<file path="src/rtl/flash_pm_pkg.sv">
package flash_pm_pkg;

    localparam int BK_ST_W = 2;

    typedef enum logic [BK_ST_W-1:0] {
        BK_ACTIVE = 2'd0,
        BK_SLEEP  = 2'd1,
        BK_WAKING = 2'd2
    } bank_st_e;

endpackage

</file>
<file path="src/rtl/flash_bank_ctl.sv">
module flash_bank_ctl
    import flash_pm_pkg::*;
#(
    parameter int GRACE_W = 16
) (
    input  logic               clk,
    input  logic               rst_n,
    input  logic               acc_i,
    input  logic               fb_sleep_i,
    input  logic [GRACE_W-1:0] grace_i,
    input  logic               hold_i,
    input  logic               wake_i,
    input  logic               release_i,
    output bank_st_e           state_o,
    output logic               stall_o
);

    typedef struct packed {
        bank_st_e           st;
        logic [GRACE_W-1:0] idle;
    } bank_reg_t;

    bank_reg_t r_d, r_q;

    always_comb begin
        r_d = r_q;
        unique case (r_q.st)
            BK_ACTIVE: begin
                if (acc_i || hold_i || !fb_sleep_i) begin
                    r_d.idle = '0;
                end else if (r_q.idle == grace_i) begin
                    r_d.st   = BK_SLEEP;
                    r_d.idle = '0;
                end else begin
                    r_d.idle = r_q.idle + 1'b1;
                end
            end
            BK_SLEEP: begin
                if (wake_i) r_d.st = BK_WAKING;
            end
            BK_WAKING: begin
                if (release_i) begin
                    r_d.st   = BK_ACTIVE;
                    r_d.idle = '0;
                end
            end
            default: r_d.st = BK_ACTIVE;
        endcase
    end

    always_ff @(posedge clk) begin
        if (!rst_n) r_q <= '{st: BK_ACTIVE, idle: '0};
        else        r_q <= r_d;
    end

    assign state_o = r_q.st;
    assign stall_o = acc_i && (r_q.st != BK_ACTIVE);

endmodule

</file>
<file path="src/rtl/flash_pump_ctl.sv">
module flash_pump_ctl #(
    parameter int WAKE_W = 11
) (
    input  logic              clk,
    input  logic              rst_n,
    input  logic              fb_sleep_i,
    input  logic              all_bank_sleep_i,
    input  logic              any_bank_sleep_i,
    input  logic              wake_req_i,
    input  logic [WAKE_W-1:0] wake_cnt_i,
    output logic              asleep_o,
    output logic              waking_o,
    output logic              wake_start_o,
    output logic              release_o,
    output logic              hold_o
);

    typedef struct packed {
        logic              asleep;
        logic              waking;
        logic              half;
        logic [WAKE_W-1:0] cnt;
    } pump_reg_t;

    pump_reg_t r_d, r_q;

    assign wake_start_o = wake_req_i && !r_q.waking && (r_q.asleep || any_bank_sleep_i);
    assign release_o    = r_q.waking && (r_q.cnt == '0);
    assign hold_o       = r_q.waking || wake_req_i;

    always_comb begin
        r_d = r_q;
        if (wake_start_o) begin
            r_d.asleep = 1'b0;
            r_d.waking = 1'b1;
            r_d.half   = 1'b0;
            r_d.cnt    = wake_cnt_i;
        end else if (release_o) begin
            r_d.waking = 1'b0;
            r_d.half   = 1'b0;
        end else if (r_q.waking) begin
            r_d.half = ~r_q.half;
            if (r_q.half) r_d.cnt = r_q.cnt - 1'b1;
        end else if (!r_q.asleep && !wake_req_i && fb_sleep_i && all_bank_sleep_i) begin
            r_d.asleep = 1'b1;
        end
    end

    always_ff @(posedge clk) begin
        if (!rst_n) r_q <= '0;
        else        r_q <= r_d;
    end

    assign asleep_o = r_q.asleep;
    assign waking_o = r_q.waking;

endmodule

</file>
<file path="src/rtl/flash_sleep_seq.sv">
module flash_sleep_seq
    import flash_pm_pkg::*;
#(
    parameter int NB      = 4,
    parameter int GRACE_W = 16,
    parameter int WAKE_W  = 11,
    parameter int WAKE_LSB = 16
) (
    input  logic                  clk,
    input  logic                  rst_n,
    input  logic [NB-1:0]         bank_acc,
    input  logic [NB-1:0]         bank_fb_sleep,
    input  logic                  pump_fb_sleep,
    input  logic [NB*GRACE_W-1:0] bank_grace,
    input  logic [31:0]           pump_ctrl,
    input  logic                  wake_req,
    output logic [NB*BK_ST_W-1:0] bank_state,
    output logic                  pump_sleep,
    output logic [NB-1:0]         bank_stall,
    output logic                  ready,
    output logic                  clk_off_ok
);

    localparam int WAKE_MSB = WAKE_LSB + WAKE_W - 1;

    logic [NB-1:0] sleep_v, active_v;
    logic          all_sleep, any_sleep, all_active;
    logic          waking, wake_start, release_w, hold;
    logic [WAKE_W-1:0] wake_cnt;
    logic          unused_ctrl;

    assign wake_cnt    = pump_ctrl[WAKE_MSB:WAKE_LSB];
    assign unused_ctrl = ^{pump_ctrl[31:WAKE_MSB+1], pump_ctrl[WAKE_LSB-1:0]};

    for (genvar i = 0; i < NB; i++) begin : g_bank
        bank_st_e st;
        flash_bank_ctl #(.GRACE_W(GRACE_W)) bank_i (
            .clk       (clk),
            .rst_n     (rst_n),
            .acc_i     (bank_acc[i]),
            .fb_sleep_i(bank_fb_sleep[i]),
            .grace_i   (bank_grace[i*GRACE_W +: GRACE_W]),
            .hold_i    (hold),
            .wake_i    (wake_start),
            .release_i (release_w),
            .state_o   (st),
            .stall_o   (bank_stall[i])
        );
        assign bank_state[i*BK_ST_W +: BK_ST_W] = st;
        assign sleep_v[i]  = (st == BK_SLEEP);
        assign active_v[i] = (st == BK_ACTIVE);
    end

    assign all_sleep  = &sleep_v;
    assign any_sleep  = |sleep_v;
    assign all_active = &active_v;

    flash_pump_ctl #(.WAKE_W(WAKE_W)) pump_i (
        .clk             (clk),
        .rst_n           (rst_n),
        .fb_sleep_i      (pump_fb_sleep),
        .all_bank_sleep_i(all_sleep),
        .any_bank_sleep_i(any_sleep),
        .wake_req_i      (wake_req),
        .wake_cnt_i      (wake_cnt),
        .asleep_o        (pump_sleep),
        .waking_o        (waking),
        .wake_start_o    (wake_start),
        .release_o       (release_w),
        .hold_o          (hold)
    );

    typedef struct packed {
        logic clk_off;
    } top_reg_t;

    top_reg_t r_d, r_q;

    always_comb begin
        r_d = r_q;
        r_d.clk_off = pump_sleep && all_sleep && !wake_req;
    end

    always_ff @(posedge clk) begin
        if (!rst_n) r_q <= '0;
        else        r_q <= r_d;
    end

    assign clk_off_ok = r_q.clk_off;
    assign ready      = !pump_sleep && !waking && all_active;

endmodule

</file>
<file path="config.mk">
export PLATFORM = sky130hd
export DESIGN_NAME = flash_sleep_seq
export DESIGN_NICKNAME = d
export VERILOG_FILES = /design/src/rtl/flash_pm_pkg.sv /design/src/rtl/flash_bank_ctl.sv /design/src/rtl/flash_pump_ctl.sv /design/src/rtl/flash_sleep_seq.sv
export SDC_FILE = /design/constraint.sdc
export NUM_CORES = 1
export LEC_CHECK = 0
export BUFFER_PORTS_ARGS = -buffer_cell sky130_fd_sc_hd__buf_2
export CAP_MARGIN = 30
export CORE_AREA = 2 2 110 123
export CTS_CLUSTER_SIZE = 28
export DETAILED_ROUTE_END_ITERATION = 8
export DIE_AREA = 0 0 112 125
export GPL_ROUTABILITY_DRIVEN = 0
export PLACE_DENSITY_LB_ADDON = 0.3
export SYNTH_ARGS = -nofsm -noshare
export SYNTH_HDL_FRONTEND = slang
export SYNTH_SLANG_ARGS = --single-unit
</file>
<file path="constraint.sdc">
create_clock -name clk -period 2.1 [get_ports clk]
set_input_delay 0.105 -clock clk [delete_from_list [all_inputs] [get_ports clk]]
set_output_delay 0.105 -clock clk [all_outputs]
set_load 0.1 [all_outputs]
</file>
; ---- Word level (Yosys, flattened, before mapping)
; Cells that the tools add are included.
[totals]
output_inout_bits = 15
wordCells = 145
ff_bits = 87
[op_classes]
bitwise = 4
mux = 32
add_sub_neg = 5
reduce_logical = 62
n_eq_ne = 29
[op_table]
columns = operator, n
row1 = 2-to-1 mux 16 bit, 8
row2 = one-hot mux 16 bit (2 select lines), 4
row3 = "adder 16 x 1 -> 16 bit, second input constant", 4
row4 = == test 16 bit, 4
row5 = one-hot mux 2 bit (3 select lines), 4
row6 = AND reduction 4 bit, 6
row7 = 2-to-1 mux 11 bit, 2
row8 = nonzero test 2 bit, 11
row9 = "!= test 2 x 1 -> 1 bit, second input constant", 10
row10 = 2-to-1 mux 18 bit, 1
row11 = 2-to-1 mux 2 bit, 9
row12 = logical AND 1 bit, 14
row13 = "!= test 2 bit, second input constant", 7
row14 = 2-to-1 mux 13 bit, 1
row15 = 2-to-1 mux 12 bit, 1
row16 = logical NOT 11 bit, 1
row17 = "subtractor 11 x 1 -> 11 bit, second input constant", 1
row18 = logical OR 1 bit, 10
row19 = "== test 2 x 1 -> 1 bit, second input constant", 4
row20 = "== test 2 bit, second input constant", 4
row21 = logical NOT 2 bit, 4
row22 = AND reduction 2 bit, 4
row23 = logical NOT 1 bit, 7
row24 = AND reduction 3 bit, 2
row25 = 5 further kinds, 9

; ---- Longest topological paths before layout
; Gate-level depths: netlist (run 1).
[depth]
word_depth = 6
ltp_mapped = 9
depth_no_buf = 7

; ---- By module
; From an unflattened synthesis (run 1), not the netlist that was laid out.
[hier_totals]
cells_unflattened = 690
hier_area_um2 = 5723.0
[modules_own_cells]
columns = module, cells_per_inst, area_per_inst_um2, seq_area_each_um2, n_inst
row1 = flash_bank_ctl, 140, 1171.1, 360.3, 4
row2 = flash_pump_ctl, 117, 929.6, 280.3, 1
row3 = flash_sleep_seq, 13, 108.9, 20.0, 1

; ---- Worst setup path after synthesis (run 1)
; No wires, ideal clock.
[synth_path]
kind = reg2out
from = reg pump_i.r_q, in the netlist pump_i.asleep_o
to = out ready
path_slack_ns = -0.440
t_arrival_ns = 2.435
path_buffers = 0
t_required_ns = 1.995
stages_incl_launch_ff = 3
cell_sequence = dfxtp_1 or2_2 nor2_1
[synth_between]
elab_chain_cells = 3
[synth_lines]
columns = item, line
row1 = "start, declared", flash_pump_ctl.sv:25  ; pump_reg_t r_d, r_q;
row2 = "start signal, assigned", flash_pump_ctl.sv:51  ; else r_q <= r_d;
row3 = logical NOT 1 bit, flash_sleep_seq.sv:90  ; assign ready = !pump_sleep && !waking && all_active;
row4 = logical AND 1 bit (2 in a row), flash_sleep_seq.sv:90
row5 = "end, declared", flash_sleep_seq.sv:20  ; output logic ready,
; Every way passes these cells.

; ---- Final worst setup path (run 1)
[layout_path]
from = reg pump_i.r_q[2] (netlist bit)
to = reg g_bank[3].bank_i.r_q[11] (netlist bit)
[layout_between]
elab_chain_cells = 4
[layout_lines]
columns = item, line
row1 = logical NOT 11 bit, flash_pump_ctl.sv:28  ; assign release_o = r_q.waking && (r_q.cnt == '0);
row2 = logical AND 1 bit, flash_pump_ctl.sv:28
row3 = != test 2 bit (no line), n/a
row4 = AND reduction 2 bit (no line), n/a
row5 = "end signal, assigned", flash_bank_ctl.sv:52  ; if (!rst_n) r_q <= '{st: BK_ACTIVE, idle: '0};
row6 = "end signal, assigned", flash_bank_ctl.sv:53  ; else r_q <= r_d;
row7 = "end, declared", flash_bank_ctl.sv:23  ; bank_reg_t r_d, r_q;
; Every way passes these cells.
; A chain may end at the register's enable or synchronous reset.

==> metrics, run 1 <==
run status finished clean; largest net degree at the start of global routing 29; Die Y 125 µm; Crit path required time 2320 ps; CTS Buf Count 9; Synth top area share 31.0%; number of max-cap violations 0; CTS tree built; Final Non-Filler Cells 979; worst slew pin tran 588 ps; n_diodes 0; area growth from synthesis to layout 22.0%; vias per cell 5.82; first-pass GRT wire length 25.5 mm; antenna violations before repair 0; Mapped Area 5610 µm²; Hold Crit Class input port to register; layout cells sized above 1 23.3%; WS Path Type register to register; PwrDens 550 nW/µm²; crit end category register; Setup WS pre-CTS -41.6 ps; clk sinks 87; die width 112 µm; Die ar. 14000 µm²; Area contributors post-synth dfxtp_1 31%, xor2_1 12%, nand2_1 5.5%, nand4_1 3.8%, nand3_1 3.5%; Hold-fix buffers, CTS 0; CTS clk-pin slew, worst paths 60 ps; detailed-route wire length per cell 16.0 µm; Final #Nets 927; vias in the first global route 5311; crit share post-route 96.2%; drt drc 0; DRT Wirelength 15.7 mm; initial core utilization 43.6%; hpwl dp 11.6 mm; syn avg cell area 7.85 µm²; Iteration-0 DRC Markers 331; FILL cells 1227; H-tree levels 3; Worst Path Max Fanout 8; Startpoint Class register; gr ovfl total 0; post-synth cell types 63; PortBufs 101; Rows 44; fraction of registers with async set/reset 0%; Root Buffer clkbuf_16; unrepaired setup endpoints after global routing false; placed cell count 962; Max clock buf depth 2; I/O pin count 123; Vias 5697; Leak Pwr 2.77 nW; Pins Over Slew Limit 0; setup violators final 0; final clock skew 7.73 ps; final setup margin 79.2 ps; placed inst area 6440 µm²; clk_lat worst skew 340 ps; Final ANT Viol Nets 0; Synth Instances 715; Post-synth top flop dfxtp_1; setup TNS 0 ps; Worst VDD drop 0.490 mV; fin area 6850 µm²; GRT Util Overall 21.8%; post-synthesis sequential area ratio 31.0%; Post-synth EDFFs 0; Relative slew margins 60.4%; fin crit period 2020 ps; Pre-Repair DR Iteration Count 5; synthesis-stage register bit count 87; Synth Warn # 0; area leader, netlist dfxtp_1; core area 12900 µm²; Critical Path AT 2250 ps; final hold vios 0; FMAX 0.495 GHz; Mapped Nets 829
cell type report:
class | count | area, µm² | share of cell area, %
Multi-Input combinational cell | 541 | 3520 | 51.4
Timing Repair Buffer | 149 | 942 | 13.8
Clock buffer | 10 | 239 | 3.49
Inverter | 25 | 93.8 | 1.37
Tap cell | 161 | 201 | 2.94
Clock inverter | 6 | 108 | 1.57
Sequential cell | 87 | 1740 | 25.4
cells by family after synthesis:
| kind of cell | after synthesis | synth area share (%) |
|---|---|---|
| AOI/OAI and AO/OA | 145 | 17.9 |
| xor gates and xnor gates | 81 | 12.6 |
| adders and majority gates | 6 | 1.34 |
| buffers and inverters | 87 | 7.11 |
| DFF | 87 | 31.0 |
| muxes | 9 | 1.63 |
| and+or+nand+nor | 300 | 28.3 |
through the flow:
stage          utilization, %  hold WS (ps)  total power (W)
3_5_place_dp             50.0           429          0.00193
2_1_floorplan               -           281          0.00179
3_3_place_gp             50.0           408          0.00193
5_1_grt                  53.1           112          0.00387
6_report                 53.1          68.1          0.00376
4_1_cts                  53.0          74.3          0.00379
timing repair:
item	4_1_cts	5_1_grt
pin swaps	0	0
gates cloned	1	0
gates resized for setup	6	10
setup buffers	0	0
endpoints found under the setup margin	24	12
Yosys cell counts (7+ instances only):
cell / count
a21oi_1: 19
a31oi_1: 29
a41oi_1: 9
and3_1: 9
and4_1: 7
buf_4: 13
clkbuf_1: 42
dfxtp_1: 87
inv_1: 25
mux2i_1: 8
nand2_1: 82
nand2b_1: 7
nand3_1: 39
nand4_1: 34
nor2_1: 42
nor2b_1: 7
nor3_1: 13
nor4_1: 25
o21ai_0: 25
o22ai_1: 7
xor2_1: 75
power breakdown:
group / switching (W) / internal [W]
registers: 0.00000362 / 0.00165
clock network: 0.000675 / 0.00119
logic: 0.000124 / 0.000118
total: 0.000803 / 0.00296
final timing paths:
kind / from / to / slack, ps / cells past startpoint
worst min register to register: g_bank[0].bank_i.r_q[15] / g_bank[0].bank_i.r_q[15] / 480 / 1
worst min-delay path: pump_ctrl[23] / pump_i.r_q[7] / 70 / 3
worst max-delay path: pump_i.r_q[2] / g_bank[3].bank_i.r_q[11] / 80 / 8
worst max register to register: pump_i.r_q[2] / g_bank[3].bank_i.r_q[11] / 80 / 8
critical path, cell delays in order (launching register included):
cell,delay (ps)
dfxtp_1,310
or4_4,560
buf_4,160
nor3_4,190
buf_12,150
o21ai_1,100
buf_4,180
a41oi_1,160
o22ai_1,100
flip-flops by register name, summed over array words and instances, names as in the netlist:
name / flops
clk_off_ok: 1
pump_i.r_q: 12
pump_i.waking_o: 1
g_bank.bank_i.state_o: 8
g_bank.bank_i.r_q: 64
pump_i.asleep_o: 1
cells in the final DEF (no fill, tap or decap), drive strengths merged, types with 19 or more instances in the layout:
cell / instances
buf: 149
dfxtp: 87
nand2: 83
xor2: 75
nor2: 42
nand3: 40
nand4: 34
a31oi: 29
o21ai: 27
nor4: 25
inv: 25
a21oi: 19
metal layers:
metal  track usage (%)  share of wire [%]
met1              27.2                 43
met2              38.3                 50
met3              2.47                4.5
met4              8.97                2.3
met5                 0                  0
Note: power is estimated with default switching activity, not from simulation.
==> inputs of run 2 (changes only) <==
--- a/config.mk
+++ b/config.mk
@@ -8,11 +8,12 @@
 export BUFFER_PORTS_ARGS = -buffer_cell sky130_fd_sc_hd__buf_2
 export CAP_MARGIN = 30
-export CORE_AREA = 2 2 110 123
+export CORE_AREA = 2 2 111 124
 export CTS_CLUSTER_SIZE = 28
 export DETAILED_ROUTE_END_ITERATION = 8
-export DIE_AREA = 0 0 112 125
+export DIE_AREA = 0 0 113 126
 export GPL_ROUTABILITY_DRIVEN = 0
 export PLACE_DENSITY_LB_ADDON = 0.3
 export SYNTH_ARGS = -nofsm -noshare
 export SYNTH_HDL_FRONTEND = slang
+export SYNTH_HIERARCHICAL = 1
 export SYNTH_SLANG_ARGS = --single-unit
==> constraint.sdc (replaced) <==
create_clock -name clk -period 2.1 [get_ports clk]
set_input_delay 0.105 -clock clk [delete_from_list [all_inputs] [get_ports clk]]
set_output_delay 0.105 -clock clk [all_outputs]
set_load 0.005 [all_outputs]
==> run 2 against run 1 <==
  * The run now ends with design-rule violations left
  * Synthesized cell count shrank 3.5%
  * Core utilization grew 1.3 points
  * Combinational power shrank 8.2%
  * Total power shrank 7.5%
  * Wire length shrank 1.8%
  * Critical path type unchanged
==> metrics, run 2 <==
Iteration-0 DRC Markers 342 (+3.3%); Synth Instances 690 (-3.5%); post-layout util 54.5% (+1.3 points); Final ANT Viol Nets 0 (unchanged); Pre-Repair DR Iteration Count 7 (+2); part of the power in registers 47.6% (+3.6 points); setup TNS 0 ps (unchanged); CTS Buf Count 9 (unchanged); met3 Use GR 2.89% (+0.42 points); Critical Path AT 2290 ps (+40 ps); Vias 5731 (+0.60%); PwrDens 492 nW/µm² (-10%); internal power 0.00272 W (-8.3%); PortBufs 101 (unchanged); fraction of registers with async set/reset 0% (unchanged); Die Y 126 µm (+0.80%); Pins Over Slew Limit 0 (unchanged); combinational share of power 6.4% (about the same); CTS clk-pin slew, worst paths 60 ps (about the same); clk sinks 87 (unchanged); Synth Warn # 6 (+6); total chip power 0.00348 W (-7.5%); Switching Power 0.000767 W (-4.5%); Die ar. 14200 µm² (+1.7%); Mapped Nets 804 (-3.0%); Post-synth EDFFs 0 (unchanged); Worst Path Max Fanout 7 (-1); failing checks design-rule violations; Post-synth top flop dfxtp_1; commonest non-fill, non-tap cell in the layout buf_2; gr ovfl total 0 (unchanged); final hold vios 0 (unchanged); Global Route met2 Usage 37.3% (-1.1 points); antenna violations before repair 1 (+1); final clock skew 3.62 ps (-4.11 ps); post-synthesis sequential area ratio 30.4% (-0.61 points); detailed-route wire length per cell 15.6 µm (-2.4%); Crit path required time 2310 ps (about the same); Net Sw Frac 22.0% (+0.68 points); Worst VDD drop 0.313 mV (-36%); Synth top area share 30.4% (-0.61 points); Rows 44 (unchanged); clk_lat worst skew 340 ps (about the same); unrepaired setup endpoints after global routing true; crit end category register; Area contributors post-synth dfxtp_1 30%, xor2_1 11%, nand2_1 5.7%, nand4_1 4.7%, o311ai_2 4.5%; hpwl dp 11.1 mm (-3.8%); Relative slew margins 67.0% (+6.6 points); worst slew pin tran 493 ps (-94.8 ps); number of max-cap violations 0 (unchanged); run status finished with violations; I/O pin count 123 (unchanged); Root Buffer clkbuf_16; setup violators final 0 (unchanged); area growth from synthesis to layout 23.6%; fin crit period 2080 ps (+61.8 ps); synthesis-stage register bit count 87 (unchanged); GRT Util Overall 21.6% (-0.26 points); core area 13000 µm² (+0.85%); initial core utilization 44.0% (+0.50 points); Max clock buf depth 2 (unchanged); DRT Wirelength 15.4 mm (-1.8%); H-tree levels 3 (unchanged); Final #Nets 931 (+0.43%); CTS tree built; Post-synth top cells 87 x dfxtp_1, 87 x nand2_1, 69 x xor2_1; vias in the first global route 5549 (+4.5%); area leader, netlist dfxtp_1; syn avg cell area 8.29 µm² (+5.7%); drt drc 12 (+12); Startpoint Class register; FMAX 0.480 GHz (-3.0%); Hold Crit Class input port to register; first-pass GRT wire length 25.7 mm (+0.78%); largest register by flop count g_bank.bank_i/r_q; R2R cell count 11 (+3); die width 113 µm (+0.89%); post-synth cell types 61 (-3.2%); global route hottest layer met2; WS Path Type register to register; commonest non-fill, non-tap cells in the layout 101 x buf_2, 86 x dfxtp_1, 82 x nand2_1; FILL cells 1229 (+0.16%); Largest register FFs 64 (unchanged); crit share post-route 99.2% (+2.9 points); hold depth 3 (unchanged); Mapped Area 5720 µm² (+2.0%); met1 usage in global routing 27.4% (+0.17 points); largest net degree at the start of global routing 31 (+6.9%); layout cells sized above 1 29.1% (+5.7 points); Clock Power Share 46.0% (-3.6 points); vias per cell 5.82 (about the same); Leak Pwr 2.79 nW (+0.84%)
[run 2: cell count changes after synthesis, moves of 8 or more]
| cell | change |
|---|---|
| clkbuf_1 | -29 |
| o21ai_0 | -20 |
| nor2_1 | -16 |
| o311ai_2 | +16 |
| buf_2 | +15 |
| o21ai_1 | +14 |
| a31oi_1 | -12 |
| o311ai_1 | +12 |
| a21oi_1 | -10 |
| nand4_1 | +9 |
| a41oi_1 | -8 |
[run 2: worst paths after layout]
| check | start | slack (ps) | endpoint |
|---|---|---|---|
| max reg2reg | pump_i/r_q[6] | 20 | g_bank[2].bank_i/r_q[8] |
| max | pump_i/r_q[6] | 20 | g_bank[2].bank_i/r_q[8] |
| min | pump_ctrl[22] | 20 | pump_i/r_q[6] |
| min reg2reg | g_bank[1].bank_i/r_q[4] | 500 | g_bank[1].bank_i/r_q[4] |
[run 2: kinds of logic after synthesis]
logic type	share of synthesized area [%]
flip-flops	30.4
buffers and inverters	6.71
AO/OA/AOI/OAI	18.0
multiplexers	0.896
adder cells (fa/ha/maj)	1.31
XOR/XNOR	12.4
AND/OR/NAND/NOR	30.3
[run 2: power groups by stage]
stage | clock network [W] | registers, W | logic [W]
CTS | 0.00163 | 0.00166 | 0.000220
global placement | 0 | 0.00169 | 0.000207
global route | 0.00171 | 0.00166 | 0.000243
finish | 0.00160 | 0.00166 | 0.000223
detailed placement | 0 | 0.00169 | 0.000215
floorplan | 0 | 0.00169 | 0.0000984
[run 2: worst max-delay path, cell delays in order (launching register included)]
cell      delay [ps]
dfxtp_2          330
nor4_4           260
buf_4            150
nand4b_1         100
nor4_2           180
buf_4            190
inv_1             60
a21o_1           170
and2_4           160
buf_4            160
nand2_1           90
o311ai_2          90
[run 2: cell type report]
cell class,instances,area (µm²),share of cell area [%]
Multi-Input combinational cell,525,3730,52.7
Sequential cell,87,1740,24.6
Timing Repair Buffer,161,980,13.8
Clock buffer,12,246,3.48
Tap cell,161,201,2.85
Inverter,33,124,1.75
Clock inverter,4,45.0,0.637
Antenna cell,2,5.00,0.0707
[run 2: layer usage]
layer / share of wire [%] / vias up
met1: 43 / 2702
met2: 50 / 213
met3: 5.8 / 23
li1: - / 2793
met4: 1.7 / 0
met5: 0 / -
[run 2: per-stage QoR]
stage | instances | hold slack, ps | instance area [µm²] | setup slack, ps
floorplan | 690 | 175 | 5730 | 27.4
global placement | 960 | 298 | 6570 | 1.41
detailed placement | 960 | 300 | 6570 | -59.2
CTS | 983 | 19.6 | 6970 | -42.3
global route | 983 | 46.2 | 7070 | -150
finish | 985 | 24.8 | 7080 | 17.5
[run 2: timing repair]
action / in CTS / in global routing
buffers inserted: 2 / 0
resized for setup: 19 / 19
hold buffers: 2 / 0
gates cloned: 3 / 0
setup endpoints to repair: 19 / 67
hold endpoints to repair: 2 / 0
pin swaps: 14 / 2
==> inputs of run 3 (changes only) <==
- CELL_PAD_IN_SITES_DETAIL_PLACEMENT: not set -> 1
- CELL_PAD_IN_SITES_GLOBAL_PLACEMENT: not set -> 2
- CORE_AREA: 2 2 111 124 -> 2 2 137 153
- DIE_AREA: 0 0 113 126 -> 0 0 139 155
- SETUP_SLACK_MARGIN: not set -> 0.5
==> run 3 against run 2 <==
  * Via count increased by 4.5%
  * Final area increased by 15%
  * Die area grew 51%
  * Critical path depth is 1 lower
  * The flow now finishes without violations
  * Non-clock buffer count grew 20
  * Cell count up 12%
  * Wire length is 35% higher
  * Critical path type unchanged
==> metrics, run 3 (synthesized netlist as in run 2, its figures left out) <==
run status finished clean; CTS tree built; combinational share of power 8.0% (+1.6 points); fin area 8120 µm² (+15%); Multi-input gate area 4320 µm² (+16%); post-layout util 40.4% (-14 points); Rows 55 (+25%); n_diodes 0 (-2); final setup margin 19.8 ps (+2.32 ps); Startpoint Class register; vias in the first global route 6393 (+15%); CTS clk-pin slew, worst paths 70 ps (about the same); Slowest cell on crit path dfxtp_1; Setup WS pre-CTS -36.6 ps (+22.6 ps); gr ovfl total 0 (unchanged); worst slew pin tran 622 ps (+129 ps); PortBufs 101 (unchanged); Largest register FFs 64 (unchanged); Pins Over Slew Limit 0 (unchanged); I/O pin count 123 (unchanged); FMAX 0.481 GHz (+0.11%); Leak Pwr 3.06 nW (+9.4%); WS Path Type register to register; Crit path required time 2320 ps (about the same); global route hottest layer met2; internal power 0.00260 W (-4.3%); layout cells sized above 1 48.0% (+19 points); Final #Nets 957 (+2.8%); Die Y 155 µm (+23%); CP cell instances inv_1 > ha_1 > nand4b_1 > nor4_2 > buf_4 > inv_2 > a21o_4 > and2_4 > a31oi_1 > o22ai_1; Critical Path AT 2300 ps (about the same); final hold vios 0 (unchanged); Final Non-Filler Cells 1104 (+12%); Global Route met2 Usage 33.6% (-3.7 points); Reg area 1840 µm² (+5.5%); vias per cell 5.43 (-6.7%); H-tree levels 3 (unchanged); Worst VDD drop 0.351 mV (+12%); setup violators final 0 (unchanged); fin crit period 2080 ps (-2.32 ps); antenna violations before repair 0 (-1); drt drc 0 (-12); die width 139 µm (+23%); Net Sw Frac 24.3% (+2.3 points); Vias 5990 (+4.5%); Iteration-0 DRC Markers 201 (-41%); PwrDens 423 nW/µm² (-14%); Worst Path Max Fanout 7 (unchanged); Max clock buf depth 2 (unchanged); Final ANT Viol Nets 0 (unchanged); Pre-Repair DR Iteration Count 4 (-3); hpwl dp 14.0 mm (+26%); clk_lat worst skew 350 ps (about the same); clk sinks 87 (unchanged); crit end category register; GRT Util Overall 18.5% (-3.0 points); met3 Use GR 2.34% (-0.55 points); first-pass GRT wire length 32.7 mm (+27%); CTS Buf Count 9 (unchanged); core area 20100 µm² (+55%); placed cell count 1047 (+9.1%); placed inst area 6760 µm² (+2.9%); part of the power in registers 47.8% (+0.2 points); Hold Crit Class input port to register; area growth from synthesis to layout 41.8%; largest net degree at the start of global routing 23 (-26%); critical path's top delay family simple AND/OR/NAND/NOR gates; final clock skew 12.0 ps (+8.36 ps); commonest non-fill, non-tap cells in the layout 103 x buf_2, 60 x xor2_1, 55 x buf_4; met1 usage in global routing 22.5% (-4.9 points); number of max-cap violations 0 (unchanged); total chip power 0.00343 W (-1.4%); detailed-route wire length per cell 18.8 µm (+21%); FILL cells 2354 (+92%); crit path buf inv count 3 (-1); crit share post-route 99.1% (-0.11 points); unrepaired setup endpoints after global routing true; DRT Wirelength 20.8 mm (+35%); Clock Power Share 44.1% (-1.9 points); initial core utilization 28.5% (-16 points); Relative slew margins 58.5% (-8.5 points); Switching Power 0.000834 W (+8.8%); largest register by flop count g_bank.bank_i/r_q; Root Buffer clkbuf_16; Die ar. 21500 µm² (+51%); commonest non-fill, non-tap cell in the layout buf_2; critical path's largest stage delay 350 ps (+20 ps)
run 3: final cells by class:
type	instances	area share (%)
multi-input combinational	529	53.2
timing repair buffer	181	15.0
timing repair inverter	2	0.262
clock buffer	13	3.08
clock inverter	3	0.231
inverter	33	1.59
sequential	87	22.6
tap	256	3.95
run 3: final timing paths:
kind                      startpoint                       end  slack, ps  cells past startpoint
max                    pump_i/r_q[0]  g_bank[2].bank_i/r_q[10]         20                     10
min                    pump_ctrl[22]             pump_i/r_q[6]         40                      3
max reg2reg            pump_i/r_q[0]  g_bank[2].bank_i/r_q[10]         20                     10
min reg2reg  g_bank[1].bank_i/r_q[3]   g_bank[1].bank_i/r_q[3]        490                      2
run 3: worst reg2reg max path: cells and delay by family (launching register included):
family | cells | cell delay (ps)
and+or+nand+nor | 3 | 570
AOI/OAI and AO/OA | 3 | 470
buffers and inverters | 3 | 360
DFF | 1 | 350
adders and majority gates | 1 | 210
run 3: what timing repair did:
action,in CTS,in global routing
resized for setup,78,120
hold buffers,2,0
setup buffers,19,12
hold endpoints to repair,2,0
pin swaps,32,54
cloned,6,2
endpoints found under the setup margin,87,87
run 3: metrics by stage:
stage / setup TNS (ps) / hold slack (ps)
finish: 0 / 40.2
global route: -1410 / 52.2
CTS: 0 / 13.2
detailed placement: -188 / 301
global placement: -40.2 / 301
floorplan: 0 / 175
run 3: routing by layer:
| layer | routed length (µm) | share of wire [%] |
|---|---|---|
| met1 | 8850 | 43 |
| met2 | 10900 | 52 |
| met3 | 678 | 3.3 |
| met4 | 374 | 1.8 |
| met5 | 0 | 0 |
run 3: power groups by stage:
stage	clock network, W	registers [W]	logic (W)
6_report	0.00152	0.00164	0.000276
5_1_grt	0.00163	0.00164	0.000298
4_1_cts	0.00158	0.00165	0.000252
3_5_place_dp	0	0.00169	0.000233
3_3_place_gp	0	0.00169	0.000223
2_1_floorplan	0	0.00169	0.000102
